$ cat src/rtl/idx_op_decode.sv
module idx_op_decode (
  input  logic       clk,
  input  logic       rst_n,
  input  logic       op_valid,
  input  logic [7:0] op_code,
  output logic       dec_vld,
  output logic [3:0] dec_class,
  output logic [4:0] dst_sel,
  output logic [4:0] src_sel,
  output logic [2:0] alu_op,
  output logic [4:0] cycles,
  output logic       to_bitops,
  output logic       fallback,
  output logic [7:0] fwd_code
);

  localparam logic [3:0] C_PLAIN = 4'd0, C_XNOP = 4'd1, C_ADD16 = 4'd2, C_LD16 = 4'd3,
                         C_IDW = 4'd4, C_ID8 = 4'd5, C_MOV8 = 4'd6, C_ALU8 = 4'd7,
                         C_STK = 4'd8, C_JMP = 4'd9, C_BITP = 4'd10;
  localparam logic [4:0] S_IMM = 5'd6, S_A = 5'd7, S_IH = 5'd8, S_IL = 5'd9, S_MEMD = 5'd10,
                         S_ABS = 5'd11, S_BC = 5'd12, S_DE = 5'd13, S_IDX = 5'd14,
                         S_SP = 5'd15, S_STK = 5'd16, S_NONE = 5'd31;

  logic [3:0] n_cls;
  logic [4:0] n_dst, n_src, n_cyc;
  logic [2:0] n_alu;
  logic       n_bit, n_fb;

  wire [2:0] fd = op_code[5:3];
  wire [2:0] fs = op_code[2:0];

  function automatic logic [4:0] half_map(input logic [2:0] r);
    case (r)
      3'd4:    half_map = S_IH;
      3'd5:    half_map = S_IL;
      default: half_map = {2'b00, r};
    endcase
  endfunction

  function automatic logic [4:0] pair_map(input logic [1:0] p);
    case (p)
      2'd0:    pair_map = S_BC;
      2'd1:    pair_map = S_DE;
      2'd2:    pair_map = S_IDX;
      default: pair_map = S_SP;
    endcase
  endfunction

  always_comb begin
    n_cls = C_PLAIN;
    n_dst = S_NONE;
    n_src = S_NONE;
    n_alu = 3'd0;
    n_cyc = 5'd0;
    n_bit = 1'b0;
    n_fb  = 1'b0;
    if (op_code[7:6] == 2'b01) begin
      if (op_code == 8'h76) n_fb = 1'b1;
      else if (fs == 3'd6) begin
        n_cls = C_MOV8; n_dst = {2'b00, fd}; n_src = S_MEMD; n_cyc = 5'd19;
      end else if (fd == 3'd6) begin
        n_cls = C_MOV8; n_dst = S_MEMD; n_src = {2'b00, fs}; n_cyc = 5'd19;
      end else if (fd[2:1] == 2'b10 || fs[2:1] == 2'b10) begin
        n_cls = C_MOV8; n_dst = half_map(fd); n_src = half_map(fs); n_cyc = 5'd8;
      end else n_fb = 1'b1;
    end else if (op_code[7:6] == 2'b10) begin
      if (fs == 3'd4 || fs == 3'd5 || fs == 3'd6) begin
        n_cls = C_ALU8; n_dst = S_A; n_alu = fd;
        n_src = (fs == 3'd6) ? S_MEMD : half_map(fs);
        n_cyc = (fs == 3'd6) ? 5'd19 : 5'd8;
      end else n_fb = 1'b1;
    end else if (op_code[7:6] == 2'b00 && op_code[3:0] == 4'h9) begin
      n_cls = C_ADD16; n_dst = S_IDX; n_src = pair_map(op_code[5:4]); n_cyc = 5'd15;
    end else begin
      case (op_code)
        8'h00: begin n_cls = C_XNOP; n_cyc = 5'd8; end
        8'h21: begin n_cls = C_LD16; n_dst = S_IDX; n_src = S_IMM; n_cyc = 5'd14; end
        8'h22: begin n_cls = C_LD16; n_dst = S_ABS; n_src = S_IDX; n_cyc = 5'd20; end
        8'h2A: begin n_cls = C_LD16; n_dst = S_IDX; n_src = S_ABS; n_cyc = 5'd20; end
        8'hF9: begin n_cls = C_LD16; n_dst = S_SP;  n_src = S_IDX; n_cyc = 5'd10; end
        8'h23, 8'h2B: begin
          n_cls = C_IDW; n_dst = S_IDX; n_src = S_IDX; n_alu = {2'b00, op_code[3]}; n_cyc = 5'd10;
        end
        8'h24, 8'h25, 8'h2C, 8'h2D: begin
          n_cls = C_ID8; n_dst = op_code[3] ? S_IL : S_IH; n_src = n_dst;
          n_alu = {2'b00, op_code[0]}; n_cyc = 5'd8;
        end
        8'h26, 8'h2E: begin
          n_cls = C_MOV8; n_dst = op_code[3] ? S_IL : S_IH; n_src = S_IMM; n_cyc = 5'd11;
        end
        8'h34, 8'h35: begin
          n_cls = C_ID8; n_dst = S_MEMD; n_src = S_MEMD; n_alu = {2'b00, op_code[0]}; n_cyc = 5'd23;
        end
        8'h36: begin n_cls = C_MOV8; n_dst = S_MEMD; n_src = S_IMM; n_cyc = 5'd19; end
        8'hE1: begin n_cls = C_STK; n_dst = S_IDX; n_src = S_STK; n_alu = 3'd0; n_cyc = 5'd14; end
        8'hE5: begin n_cls = C_STK; n_dst = S_STK; n_src = S_IDX; n_alu = 3'd1; n_cyc = 5'd15; end
        8'hE3: begin n_cls = C_STK; n_dst = S_IDX; n_src = S_STK; n_alu = 3'd2; n_cyc = 5'd23; end
        8'hE9: begin n_cls = C_JMP; n_src = S_IDX; n_cyc = 5'd8; end
        8'hCB: begin n_cls = C_BITP; n_bit = 1'b1; end
        default: n_fb = 1'b1;
      endcase
    end
  end

  always_ff @(posedge clk) begin
    if (!rst_n) begin
      dec_vld   <= 1'b0;
      dec_class <= C_PLAIN;
      dst_sel   <= S_NONE;
      src_sel   <= S_NONE;
      alu_op    <= 3'd0;
      cycles    <= 5'd0;
      to_bitops <= 1'b0;
      fallback  <= 1'b0;
      fwd_code  <= 8'h00;
    end else begin
      dec_vld <= op_valid;
      if (op_valid) begin
        dec_class <= n_cls;
        dst_sel   <= n_dst;
        src_sel   <= n_src;
        alu_op    <= n_alu;
        cycles    <= n_cyc;
        to_bitops <= n_bit;
        fallback  <= n_fb;
        fwd_code  <= n_fb ? op_code : 8'h00;
      end
    end
  end

  AST_VLD_FOLLOWS: assert property (@(posedge clk) disable iff (!rst_n)
    op_valid |=> dec_vld);
  AST_HOLD_IDLE: assert property (@(posedge clk) disable iff (!rst_n)
    !op_valid |=> $stable({dec_class, dst_sel, src_sel, alu_op, cycles, to_bitops, fallback, fwd_code}));
  AST_ADD16_CYC: assert property (@(posedge clk) disable iff (!rst_n)
    op_valid && op_code[7:6] == 2'b00 && op_code[3:0] == 4'h9 |=> dst_sel == S_IDX && cycles == 5'd15);
  AST_MEM_INCDEC: assert property (@(posedge clk) disable iff (!rst_n)
    op_valid && (op_code == 8'h34 || op_code == 8'h35) |=> cycles == 5'd23 && dst_sel == S_MEMD);
  AST_ALU_MEM: assert property (@(posedge clk) disable iff (!rst_n)
    op_valid && op_code[7:6] == 2'b10 && op_code[2:0] == 3'd6 |=> cycles == 5'd19 && alu_op == $past(op_code[5:3]));
  AST_PATH_EXCL: assert property (@(posedge clk) disable iff (!rst_n)
    $onehot0({to_bitops, fallback}));
  AST_FB_FWD: assert property (@(posedge clk) disable iff (!rst_n)
    dec_vld && fallback |-> fwd_code == $past(op_code) && cycles == 5'd0);

endmodule

$ cat config.mk
export PLATFORM = sky130hd
export DESIGN_NAME = idx_op_decode
export DESIGN_NICKNAME = d
export VERILOG_FILES = /design/src/rtl/idx_op_decode.sv
export SDC_FILE = /design/constraint.sdc
export NUM_CORES = 1
export LEC_CHECK = 0
export CAP_MARGIN = 10
export CORE_UTILIZATION = 55
export CTS_CLUSTER_SIZE = 16
export DETAILED_ROUTE_END_ITERATION = 7
export GPL_TIMING_DRIVEN = 0
export PLACE_DENSITY = 0.94
export SLEW_MARGIN = 20
export SYNTH_ARGS = -nofsm -noshare
export SYNTH_HDL_FRONTEND = slang
export SYNTH_SLANG_ARGS = --single-unit
$ cat constraint.sdc
create_clock -name clk -period 3.24 [get_ports clk]
set_input_delay 0.324 -clock clk [delete_from_list [all_inputs] [get_ports clk]]
set_output_delay 0.324 -clock clk [all_outputs]
set_load 0.02 [all_outputs]
==> flow_metrics.env <==
export IMPL_synth_simple_gate_area_share_pct=32.6
export IMPL_synth_nets=312
export IMPL_synth_xor_area_share_pct=0.787
export IMPL_ctsRootBufferMaster="clkbuf_8"
export IMPL_rows=22
export IMPL_layout_nets=359
export IMPL_finalHoldViolCount=0
export IMPL_syn_inst=301
export IMPL_slowest_stage="nor4_1"
export IMPL_synth_compound_area_share_pct=28.9
export IMPL_syn_to_final_growth_pct=25.9
export IMPL_clock_latency_ps=290
export IMPL_cts_sinks=33
export IMPL_ios=44
export IMPL_yosysUniqueCellTypes=61
export IMPL_drt_pass1_iter_count=6
export IMPL_initial_core_util_pct=59.1
export IMPL_wl_per_cell_um=18.8
export IMPL_endpoint_kind="register"
export IMPL_critical_path_top_delay_family="simple AND/OR/NAND/NOR gates"
export IMPL_syn_area_per_cell_um2=7.40
export IMPL_synth_top_family_by_area="simple AND/OR/NAND/NOR gates"
export IMPL_p_per_area_nw_per_um2=400
export IMPL_grt_overflow=0
export IMPL_core_area_um2=3770
export IMPL_htree_levels=2
export IMPL_reg2reg_setup_slack_ps=2370
export IMPL_crit_required_ps=3420
export IMPL_crit_buf_inv=2
export IMPL_routed_via_density=6.58
export IMPL_yosys_area_share_adder_pct=0
export IMPL_grt_pass1_vias=2398
export IMPL_drt_first_iter_violations=359
export IMPL_post_route_drc_count=0
export IMPL_tightest_slew_ps=947
export IMPL_critPathMaxStageDelay_ps=710
export IMPL_fill_cells=324
export IMPL_synth_edff_count=0
export IMPL_cap_viol_max_count=0
export IMPL_grt_usage_pct=36.9
export IMPL_die_area_um2=4310
export IMPL_critPathLaunchType="input port"
export IMPL_setup_viol=0
export IMPL_antenna_found_initial=0
export IMPL_die_width_um=65.6
export IMPL_worstPathMaxFanout=10
export IMPL_die_h_um=65.6
export IMPL_p_leak_nw=1.04
export IMPL_vdd_drop_max_mv=0.280
export IMPL_max_freq_mhz=378
export IMPL_setup_ws_ps=595
export IMPL_clk_pin_slew_ps=70
export IMPL_arrival_ps=2820
export IMPL_drive_above_1_share_pct=6.59
export IMPL_ant_nets=0
export IMPL_ctsResizeCount=0
export IMPL_cts_tree="done"
export IMPL_grt_start_max_net_pins=11
export IMPL_final_max_slew_violation_count=0
export IMPL_finalCriticalPeriod_ps=2650
export IMPL_rsz0062_at_grt="no"
export IMPL_hold_class="register to register"
export IMPL_criticalPathCategory="input port to register"
export IMPL_postCtsSetupBuffers=0
export IMPL_synth_top_flop_cell="dfxtp_1"
export IMPL_outcome="finished, final reports clean"
export IMPL_setup_tns_final_ps=0
export IMPL_crit_chain="clkdlybuf4s50_1 > buf_2 > nand2_1 > nor4_1 > a211oi_1 > and4_4 > o21a_4 > a22o_1"
export IMPL_drt_total_wl_mm=7.47
export IMPL_grt_pass1_wl_mm=11.9
export IMPL_hpwl_mm=5.39
export IMPL_synth_mux_area_share_pct=0.899
export IMPL_synth_area_um2=2230
export IMPL_max_slew_margin_rel_pct=36.2
export IMPL_synth_seq_cells=33
export IMPL_dp_slack_ps=388
export IMPL_yosys_warnings=0
export IMPL_ys_async_sr_fraction_pct=0
export IMPL_yosysSeqAreaShare_pct=29.7
export IMPL_holdBufCountCts=0
export IMPL_fin_skew_ps=0
export IMPL_gp_congestion=1.11
export IMPL_clk_path_buf_depth=2
export IMPL_min_period_over_period_pct=81.6
export IMPL_numPortBuffers=40
export IMPL_via_count=2613
export IMPL_cts_buffers=5
export IMPL_diodes=0
==> worst register-to-register path: stages, from the launching register on <==
cell and delay (ps):
dfxtp_1 310, o21ai_0 210, nand2b_1 140, o31ai_1 70
==> layout make-up <==
| cell class | count | area (µm²) | area share [%] |
|---|---|---|---|
| tap | 48 | 60.1 | 2.14 |
| clock inverter | 1 | 30.0 | 1.07 |
| inverter | 11 | 41.3 | 1.47 |
| sequential | 33 | 661 | 23.6 |
| buffer | 28 | 118 | 4.19 |
| clock buffer | 7 | 86.3 | 3.08 |
| multi-input combinational | 229 | 1410 | 50.2 |
| timing repair buffer | 40 | 400 | 14.3 |
==> flip-flops by register name, indices dropped and copies added, names as in the netlist <==
signal,flops
dec_vld,1
dec_class,4
alu_op,3
cycles,5
fwd_code,8
fallback,1
dst_sel,5
to_bitops,1
src_sel,5
==> routing by layer <==
metal | track usage (%) | up-vias | share of wire [%]
met1 | 47.0 | 1172 | 40
met5 | 0 | - | 0
met3 | 13.0 | 42 | 14
met4 | 18.2 | 0 | 3.6
met2 | 54.3 | 200 | 43
li1 | - | 1199 | -
==> logic make-up after synthesis <==
logic type      count (synthesis)
buf+inv                        39
compound gates                 91
flops                          33
simple gates                  134
mux                             2
xor+xnor                        2
==> layout by cell type, fill, tap and decap left out, drive strengths merged, types with 3 or more instances in the layout <==
| cell type | instances |
|---|---|
| o22ai | 5 |
| inv | 11 |
| o211ai | 5 |
| nand2 | 28 |
| a211oi | 4 |
| nor3b | 3 |
| or3 | 3 |
| nand3 | 10 |
| o21ai | 20 |
| a41oi | 3 |
| o221ai | 6 |
| a21o | 3 |
| buf | 10 |
| a21oi | 14 |
| nand4 | 3 |
| and2 | 6 |
| or2 | 3 |
| nor3 | 10 |
| nand2b | 14 |
| nand3b | 3 |
| nor2b | 7 |
| dfxtp | 33 |
| a22o | 8 |
| clkbuf | 25 |
| nor2 | 26 |
| nand4b | 3 |
| nor4 | 6 |
| a21boi | 4 |
| clkdlybuf4s50 | 40 |
| o31ai | 3 |
==> power breakdown <==
group,total [W],internal (W),switching (W)
combinational,0.000272,0.000106,0.000166
sequential,0.000438,0.000427,0.0000107
clock,0.000411,0.000251,0.000160
==> path summary, 6_finish.rpt <==
| check | cells after the start | from | endpoint |
|---|---|---|---|
| hold / removal | 2 | fwd_code[7] | fwd_code[7] |
| setup reg to reg | 3 | dec_class[1] | dec_class[1] |
| hold reg to reg | 2 | fwd_code[7] | fwd_code[7] |
| setup / recovery | 8 | op_code[0] | fwd_code[5] |
==> per-stage QoR <==
stage | std cells | utilization (%) | cell area, µm² | hold slack, ps | total power [W]
3_3_place_gp | 389 | 71.3 | 2690 | 427 | 0.000706
5_1_grt | 397 | 74.4 | 2800 | 465 | 0.00116
3_5_place_dp | 389 | 71.3 | 2690 | 443 | 0.000709
4_1_cts | 397 | 74.4 | 2800 | 454 | 0.00111
2_1_floorplan | 301 | - | 2230 | 517 | 0.000610
6_report | 397 | 74.4 | 2800 | 452 | 0.00112
==> cells in the mapped netlist (all sizes together), types with 4 or more instances <==
cell	count	area share [%]
nor2	26	4.4
o22ai	5	1.4
and2	6	1.8
nor3	10	2.2
buf	10	2.2
a21oi	14	3.1
inv	11	1.9
o21ai	20	4.5
a211oi	4	1.3
clkbuf	18	3.0
nand2	28	4.7
nand3	10	2.2
o211ai	5	1.7
nor2b	7	2.0
nand2b	14	3.9
nor4	6	1.7
o221ai	6	2.4
a22o	8	3.1
dfxtp	33	30
a21boi	4	1.5
Power figures use the tool's default switching activity.
